<file path="src/rtl/irqseq_pkg.sv">
package irqseq_pkg;
  localparam int AW = 16;
  localparam int DW = 8;

  typedef enum logic [3:0] {
    S_IDLE, S_INT, S_PCH, S_PCL, S_PST, S_VLO, S_VHI, S_PUSH, S_PULL
  } seq_state_t;

  typedef struct packed {
    logic n;
    logic v;
    logic d;
    logic i;
    logic z;
    logic c;
  } flags_t;

  // Status byte layout: N V 1 B D I Z C
  function automatic logic [DW-1:0] pack_status(flags_t f, logic brk);
    return {f.n, f.v, 1'b1, brk, f.d, f.i, f.z, f.c};
  endfunction
endpackage

</file>
<file path="src/rtl/irqseq_flags.sv">
module irqseq_flags
  import irqseq_pkg::*;
#(
  parameter logic [DW-1:0] P_RST = 8'h34
) (
  input  logic          clk,
  input  logic          rst_n,
  input  logic          ld,
  input  logic [DW-1:0] ld_byte,
  input  logic          set_i,
  output logic          flag_i,
  output logic [DW-1:0] p_sw,
  output logic [DW-1:0] p_int
);
  flags_t f;
  flags_t ld_f;
  flags_t rst_f;
  logic   unused_pad;

  assign ld_f       = '{n: ld_byte[7], v: ld_byte[6], d: ld_byte[3],
                        i: ld_byte[2], z: ld_byte[1], c: ld_byte[0]};
  assign rst_f      = '{n: P_RST[7], v: P_RST[6], d: P_RST[3],
                        i: P_RST[2], z: P_RST[1], c: P_RST[0]};
  assign unused_pad = ^ld_byte[5:4];

  always_ff @(posedge clk) begin
    if (!rst_n)     f   <= rst_f;
    else if (set_i) f.i <= 1'b1;
    else if (ld)    f   <= ld_f;
  end

  assign flag_i = f.i;
  assign p_sw   = pack_status(f, 1'b1);
  assign p_int  = pack_status(f, 1'b0);

  a_r4_i_after_push: assert property (@(posedge clk) disable iff (!rst_n)
    set_i |=> flag_i);
  a_r4_d_kept: assert property (@(posedge clk) disable iff (!rst_n)
    set_i |=> (p_sw[3] == $past(p_sw[3])) && (p_sw[7:6] == $past(p_sw[7:6])));
endmodule

</file>
<file path="src/rtl/irqseq_sp.sv">
module irqseq_sp
  import irqseq_pkg::*;
#(
  parameter logic [DW-1:0] SP_RST = 8'hFD
) (
  input  logic          clk,
  input  logic          rst_n,
  input  logic          ld,
  input  logic [DW-1:0] ld_val,
  input  logic          inc,
  input  logic          dec,
  output logic [DW-1:0] sp
);
  always_ff @(posedge clk) begin
    if (!rst_n)   sp <= SP_RST;
    else if (dec) sp <= sp - 8'd1;
    else if (inc) sp <= sp + 8'd1;
    else if (ld)  sp <= ld_val;
  end

  a_r8_dec_step: assert property (@(posedge clk) disable iff (!rst_n)
    dec |=> sp == $past(sp) - 8'd1);
  a_r9_inc_step: assert property (@(posedge clk) disable iff (!rst_n)
    inc |=> sp == $past(sp) + 8'd1);
endmodule

</file>
<file path="src/rtl/irqseq_ctrl.sv">
module irqseq_ctrl
  import irqseq_pkg::*;
#(
  parameter logic [AW-1:0] NMI_VEC    = 16'hFFFA,
  parameter logic [AW-1:0] IRQ_VEC    = 16'hFFFE,
  parameter logic [7:0]    STACK_PAGE = 8'h01,
  parameter logic [AW-1:0] PC_RST     = 16'h0000
) (
  input  logic          clk,
  input  logic          rst_n,
  input  logic          nmi_req,
  input  logic          irq_req,
  input  logic          flag_i,
  input  logic [DW-1:0] sp,
  input  logic [DW-1:0] p_int,
  input  logic          op_valid,
  input  logic          op_pull,
  input  logic [DW-1:0] op_wdata,
  input  logic          mem_ready,
  input  logic [DW-1:0] mem_rdata,
  input  logic          pc_ld,
  input  logic [AW-1:0] pc_in,
  output logic          ack_nmi,
  output logic          ack_irq,
  output logic          op_ready,
  output logic          busy,
  output logic          mem_valid,
  output logic          mem_we,
  output logic [AW-1:0] mem_addr,
  output logic [DW-1:0] mem_wdata,
  output logic          sp_inc,
  output logic          sp_dec,
  output logic          set_i,
  output logic [AW-1:0] pc,
  output logic          pull_valid,
  output logic [DW-1:0] pull_data
);
  seq_state_t    st, nxt;
  logic [AW-1:0] vec_q;
  logic [DW-1:0] push_q;
  logic [DW-1:0] lo_q;
  logic          idle, hs;

  assign idle     = (st == S_IDLE);
  assign ack_nmi  = idle && nmi_req;
  assign ack_irq  = idle && irq_req && !flag_i && !nmi_req;
  assign op_ready = idle && !ack_nmi && !ack_irq;
  assign busy     = !idle;
  assign hs       = mem_valid && mem_ready;
  assign sp_dec   = hs && mem_we;
  assign sp_inc   = hs && (st == S_PULL);
  assign set_i    = hs && (st == S_PST);

  // Bus outputs depend on state only, so they hold through a stall
  always_comb begin
    mem_valid = 1'b1;
    mem_we    = 1'b1;
    mem_addr  = {STACK_PAGE, sp};
    mem_wdata = '0;
    case (st)
      S_PCH:  mem_wdata = pc[AW-1:8];
      S_PCL:  mem_wdata = pc[7:0];
      S_PST:  mem_wdata = p_int;
      S_PUSH: mem_wdata = push_q;
      S_PULL: begin mem_we = 1'b0; mem_addr = {STACK_PAGE, 8'(sp + 8'd1)}; end
      S_VLO:  begin mem_we = 1'b0; mem_addr = vec_q; end
      S_VHI:  begin mem_we = 1'b0; mem_addr = AW'(vec_q + 1'b1); end
      default: begin mem_valid = 1'b0; mem_we = 1'b0; end
    endcase
  end

  always_comb begin
    nxt = st;
    case (st)
      S_IDLE: if (ack_nmi || ack_irq) nxt = S_INT;
              else if (op_valid)      nxt = op_pull ? S_PULL : S_PUSH;
      S_INT:  nxt = S_PCH;
      S_PCH:  if (hs) nxt = S_PCL;
      S_PCL:  if (hs) nxt = S_PST;
      S_PST:  if (hs) nxt = S_VLO;
      S_VLO:  if (hs) nxt = S_VHI;
      S_VHI:  if (hs) nxt = S_IDLE;
      S_PUSH: if (hs) nxt = S_IDLE;
      S_PULL: if (hs) nxt = S_IDLE;
      default: nxt = S_IDLE;
    endcase
  end

  always_ff @(posedge clk) begin
    if (!rst_n) begin
      st         <= S_IDLE;
      vec_q      <= NMI_VEC;
      push_q     <= '0;
      lo_q       <= '0;
      pc         <= PC_RST;
      pull_valid <= 1'b0;
      pull_data  <= '0;
    end else begin
      st         <= nxt;
      pull_valid <= hs && (st == S_PULL);
      if (ack_nmi)      vec_q <= NMI_VEC;
      else if (ack_irq) vec_q <= IRQ_VEC;
      if (op_valid && op_ready) push_q <= op_wdata;
      if (hs && st == S_VLO)    lo_q <= mem_rdata;
      if (hs && st == S_PULL)   pull_data <= mem_rdata;
      if (idle && pc_ld)             pc <= pc_in;
      else if (hs && st == S_VHI)    pc <= {mem_rdata, lo_q};
    end
  end

  a_r12_hold_stalled: assert property (@(posedge clk) disable iff (!rst_n)
    mem_valid && !mem_ready |=> mem_valid && $stable(mem_addr)
                              && $stable(mem_we) && $stable(mem_wdata));
  a_r2_writes_in_stack: assert property (@(posedge clk) disable iff (!rst_n)
    mem_valid && mem_we |-> mem_addr[AW-1:8] == STACK_PAGE);
  a_r3_pushed_status: assert property (@(posedge clk) disable iff (!rst_n)
    st == S_PST |-> mem_wdata[5] && !mem_wdata[4]);
  a_r5_vec_high_odd: assert property (@(posedge clk) disable iff (!rst_n)
    st == S_VHI |-> mem_addr[0] && !mem_we);
  a_r6_ack_quiet_cycle: assert property (@(posedge clk) disable iff (!rst_n)
    (ack_nmi || ack_irq) |=> busy && !mem_valid);
  a_r7_one_ack: assert property (@(posedge clk) disable iff (!rst_n)
    $onehot0({ack_nmi, ack_irq}));
  a_r13_ready_idle: assert property (@(posedge clk) disable iff (!rst_n)
    op_ready |-> !busy && !mem_valid);
endmodule

</file>
<file path="src/rtl/irq_entry_seq.sv">
module irq_entry_seq
  import irqseq_pkg::*;
#(
  parameter logic [AW-1:0] NMI_VEC    = 16'hFFFA,
  parameter logic [AW-1:0] IRQ_VEC    = 16'hFFFE,
  parameter logic [7:0]    STACK_PAGE = 8'h01,
  parameter logic [AW-1:0] PC_RST     = 16'h0000,
  parameter logic [DW-1:0] SP_RST     = 8'hFD,
  parameter logic [DW-1:0] P_RST      = 8'h34
) (
  input  logic          clk,
  input  logic          rst_n,
  input  logic          nmi_req,
  input  logic          irq_req,
  output logic          ack_nmi,
  output logic          ack_irq,
  output logic          busy,
  input  logic          op_valid,
  output logic          op_ready,
  input  logic          op_pull,
  input  logic [DW-1:0] op_wdata,
  output logic          pull_valid,
  output logic [DW-1:0] pull_data,
  output logic          mem_valid,
  input  logic          mem_ready,
  output logic          mem_we,
  output logic [AW-1:0] mem_addr,
  output logic [DW-1:0] mem_wdata,
  input  logic [DW-1:0] mem_rdata,
  input  logic          pc_ld,
  input  logic [AW-1:0] pc_in,
  output logic [AW-1:0] pc,
  input  logic          sp_ld,
  input  logic [DW-1:0] sp_in,
  output logic [DW-1:0] sp,
  input  logic          p_ld,
  input  logic [DW-1:0] p_in,
  output logic [DW-1:0] p_out
);
  logic          flag_i, set_i, sp_inc, sp_dec;
  logic [DW-1:0] p_int;

  irqseq_flags #(.P_RST(P_RST)) u_flags (
    .clk(clk), .rst_n(rst_n), .ld(p_ld && !busy), .ld_byte(p_in),
    .set_i(set_i), .flag_i(flag_i), .p_sw(p_out), .p_int(p_int)
  );

  irqseq_sp #(.SP_RST(SP_RST)) u_sp (
    .clk(clk), .rst_n(rst_n), .ld(sp_ld && !busy), .ld_val(sp_in),
    .inc(sp_inc), .dec(sp_dec), .sp(sp)
  );

  irqseq_ctrl #(
    .NMI_VEC(NMI_VEC), .IRQ_VEC(IRQ_VEC),
    .STACK_PAGE(STACK_PAGE), .PC_RST(PC_RST)
  ) u_ctrl (
    .clk(clk), .rst_n(rst_n), .nmi_req(nmi_req), .irq_req(irq_req),
    .flag_i(flag_i), .sp(sp), .p_int(p_int),
    .op_valid(op_valid), .op_pull(op_pull), .op_wdata(op_wdata),
    .mem_ready(mem_ready), .mem_rdata(mem_rdata),
    .pc_ld(pc_ld), .pc_in(pc_in),
    .ack_nmi(ack_nmi), .ack_irq(ack_irq), .op_ready(op_ready), .busy(busy),
    .mem_valid(mem_valid), .mem_we(mem_we), .mem_addr(mem_addr),
    .mem_wdata(mem_wdata), .sp_inc(sp_inc), .sp_dec(sp_dec), .set_i(set_i),
    .pc(pc), .pull_valid(pull_valid), .pull_data(pull_data)
  );
endmodule

</file>
<file path="config.mk">
export PLATFORM = sky130hd
export DESIGN_NAME = irq_entry_seq
export DESIGN_NICKNAME = d
export VERILOG_FILES = /design/src/rtl/irqseq_pkg.sv /design/src/rtl/irqseq_flags.sv /design/src/rtl/irqseq_sp.sv /design/src/rtl/irqseq_ctrl.sv /design/src/rtl/irq_entry_seq.sv
export SDC_FILE = /design/constraint.sdc
export NUM_CORES = 1
export LEC_CHECK = 0
export ABC_AREA = 1
export BUFFER_PORTS_ARGS = -buffer_cell sky130_fd_sc_hd__buf_4
export CAP_MARGIN = 5
export CORE_ASPECT_RATIO = 1.75
export CORE_MARGIN = 2
export CORE_UTILIZATION = 47
export CTS_BUF_LIST = sky130_fd_sc_hd__clkbuf_8
export DETAILED_ROUTE_END_ITERATION = 10
export PLACE_DENSITY = 0.79
export SYNTH_ARGS = -nofsm -noshare
export SYNTH_HDL_FRONTEND = slang
export SYNTH_SLANG_ARGS = --single-unit
</file>
<file path="constraint.sdc">
create_clock -name clk -period 1.7 [get_ports clk]
set_clock_uncertainty 0.2 [all_clocks]
set_input_delay 0.34 -clock clk [delete_from_list [all_inputs] [get_ports clk]]
set_output_delay 0.34 -clock clk [all_outputs]
set_load 0.1 [all_outputs]
</file>
==> reports/metrics.csv <==
stage,metric,value,unit
logic_synthesis,synthArstFlopShare,0,%
cells_and_area,nNetsFinal,812,
cells_and_area,syn2layout_area_growth,88.3,%
drt,ant_nets,0,
sta,drv_slew,0,
logic_synthesis,yosysMostFrequentCell,nand2_1,
global_routing,grt_pass1_wl,24.5,mm
worst_setup_path,crit_slowest_cell,dfxtp_4,
logic_synthesis,synth-seq-cells,60,
logic_synthesis,synth-seq-area-share,33.3,%
logic_synthesis,synthFlopType,dfxtp_1,
drt,drtIter0Drc,562,
placed_design,dp_hpwl,9.98,mm
placed_design,portBuffers,123,
power,irDropWorstVdd,1.71,mV
drt,first_pass_iters,7,
drt,wl_per_cell,23.4,um
global_routing,gr-total-overflow,0,
drt,vias_per_cell,6.22,
logic_synthesis,synth_cells,543,
cts,ctsHoldBuffers,0,
min_path,hold_path.class,in -> reg,
cts,cts_max_level,3,
sta,period_share,140,%
drt,num_vias,5255,
logic_synthesis,yosys_warnings,0,
worst_setup_path,cp-start-kind,flip-flop,
placed_design,pre_cts_slack,-0.411,ns
worst_setup_path,crit_arrival,1.84,ns
global_routing,track_usage,38.2,%
worst_setup_path,slowest_delay,0.38,ns
drt,drc,0,
cells_and_area,utilization,90.4,%
logic_synthesis,synth_edf_count,0,
outcome,violations,negative setup slack,
outcome,status,finished with violations,
worst_setup_path,cp_cell_sequence,inv_1 > nand2_1 > nor2_4 > buf_12 > nand3_1 > o21ai_0 > inv_2 > buf_8,
cells_and_area,drive_above_1_share,53.6,%
floorplanning,die_area,8420,um2
flow_run,maxCapViolCount,0,
cts,clk_latency,0.37,ns
floorplanning,fp-row-count,42,
global_routing,grt_pass1_vias,4946,
cts,clock_sinks,60,
floorplanning,initial_utilization,48.0,%
sta,setup_viol,85,
sta,worst_slack,-0.675,ns
floorplanning,core_region_area,7510,um2
worst_setup_path,cp_num_buf_inv,4,
power,p_leak,3.17,nW
cts,numCtsBuffers,9,
cells_and_area,antenna_cells,0,
drt,routed_wl,19.8,mm
worst_setup_path,cp-end-kind,output port,
floorplanning,ios,129,
power,p_per_area,2230,nW/um2
sta,max_freq,0.421,GHz
cells_and_area,fill_cells,298,
cts,path_clk_slew,0.07,ns
cts,cts_tree,done,
worst_setup_path,crit_family,buffers and inverters,
cts,clk_path_buf_depth,2,
worst_setup_path,path_class,reg -> out,
worst_setup_path,crit_fanout,5,
logic_synthesis,netlist.area_leader.share,33.3,%
placed_design,gp_congestion,1.01,
logic_synthesis,syn_area,3610,um2
global_routing,antenna_found_initial,0,
cells_and_area,multiInputGateArea,2580,um2
cts,root_buffer,clkbuf_8,
sta,finalHoldViolCount,0,
cells_and_area,seq_area,1280,um2
sta,min_period,2.38,ns
floorplanning,fp.dieW,70.2,um
floorplanning,die_y,120,um
sta,rsz0062_at_grt,yes,
logic_synthesis,synth.top_cells.by_count,"nand2_1, dfxtp_1, inv_1",
logic_synthesis,netlist_top_cells_area,"dfxtp_1, nand2_1, inv_1, nand3_1, o21ai_0",
logic_synthesis,synth_top_cell_by_area,dfxtp_1,
worst_setup_path,required,1.16,ns
global_routing,grt_max_degree,40,
logic_synthesis,syn_avg_cell_area,6.64,um2
logic_synthesis,synth_cell_type_count,39,
[where the power goes]
group | switching [mW] | internal, mW | leakage, nW
registers | 0.474 | 1.87 | 0.503
clock network | 0.609 | 0.510 | 0.0971
logic | 7.74 | 3.96 | 2.57
total | 8.83 | 6.34 | 3.17
[kinds of logic (layout without fill, tap and decap cells)]
logic type / Yosys count / count (layout) / synth area share (%)
fa+ha+maj: 2 / 2 / 0.694
buf+inv: 100 / 308 / 13.2
xor+xnor: 6 / 6 / 1.46
flops: 60 / 60 / 33.3
simple gates: 265 / 269 / 34.0
compound gates: 109 / 109 / 17.3
other cells: 1 / 3 / 0.104
[layer usage]
metal  share of wire (%)  up-vias  GRT usage [%]
met5                   0        -              0
met4                  11        0           31.7
met3                 9.1      202           7.14
met2                  50      509           70.8
met1                  30     2379           34.8
li1                    -     2165              -
[sequential cells by signal, indices dropped and copies added, names as in the netlist]
signal,count
u_ctrl.lo_q,8
u_ctrl.pc,16
u_ctrl.pull_data,8
u_ctrl.pull_valid,1
u_ctrl.push_q,8
u_ctrl.st,4
u_ctrl.vec_q,1
u_flags.flag_i,1
u_flags.p_int,5
u_sp.sp,8
[worst paths after layout]
| check | start | endpoint | slack (ns) | depth (start not counted) |
|---|---|---|---|---|
| setup reg to reg | u_ctrl.st[2]$_SDFFE_PN0P_ | u_sp.sp[1]$_SDFFE_PN0P_ | -0.64 | 16 |
| hold reg to reg | u_ctrl.pull_data[7]$_SDFFE_PN0P_ | u_ctrl.pull_data[7]$_SDFFE_PN0P_ | 0.28 | 2 |
| setup / recovery | u_ctrl.st[2]$_SDFFE_PN0P_ | mem_addr[5] | -0.68 | 8 |
| hold / removal | op_wdata[4] | u_ctrl.push_q[4]$_SDFFE_PN0P_ | 0.01 | 3 |
[repair_timing]
action	4_1_cts	5_1_grt
pin swaps	28	29
setup endpoints to repair	87	86
cloned	5	4
gates resized for setup	181	76
setup buffers	20	19
[cells in the final DEF, fill, tap and decap left out, types with 17 or more instances in the layout]
| cell | n |
|---|---|
| a21oi_1 | 25 |
| dfxtp_1 | 28 |
| buf_12 | 30 |
| inv_1 | 50 |
| nor2_1 | 31 |
| nand2_2 | 23 |
| nand2_1 | 114 |
| buf_4 | 149 |
| nand3_1 | 37 |
| o21ai_1 | 21 |
| buf_6 | 29 |
| o21ai_0 | 17 |
[area by class of cell]
type                       instances  share of cell area, %
inverter                          67                   4.51
multi-input combinational        389                   38.1
clock inverter                     7                  0.534
clock buffer                       9                   1.82
timing repair inverter             1                  0.129
tap                               88                   1.62
timing repair buffer             224                   34.4
sequential                        60                   18.9
[tightest hold or removal path, stage by stage]
cell and delay, ns:
buf_4 0.09, o21ai_2 0.05, nor2_1 0.07
[per-stage QoR]
stage,hold WS [ns],TNS (ns),instance area [um2],power [mW],instances
after floorplan,0.254,-14.06,3920,8.62,545
after global placement,0.253,-12.51,5240,10.8,784
after detailed placement,0.261,-15.57,5240,10.9,784
after CTS,0.00217,-21.49,6310,13.5,825
after global routing,0.0187,-36.50,6790,15.5,845
final,0.0100,-32.21,6790,15.2,845
Note: power is estimated with default switching activity, not from simulation.
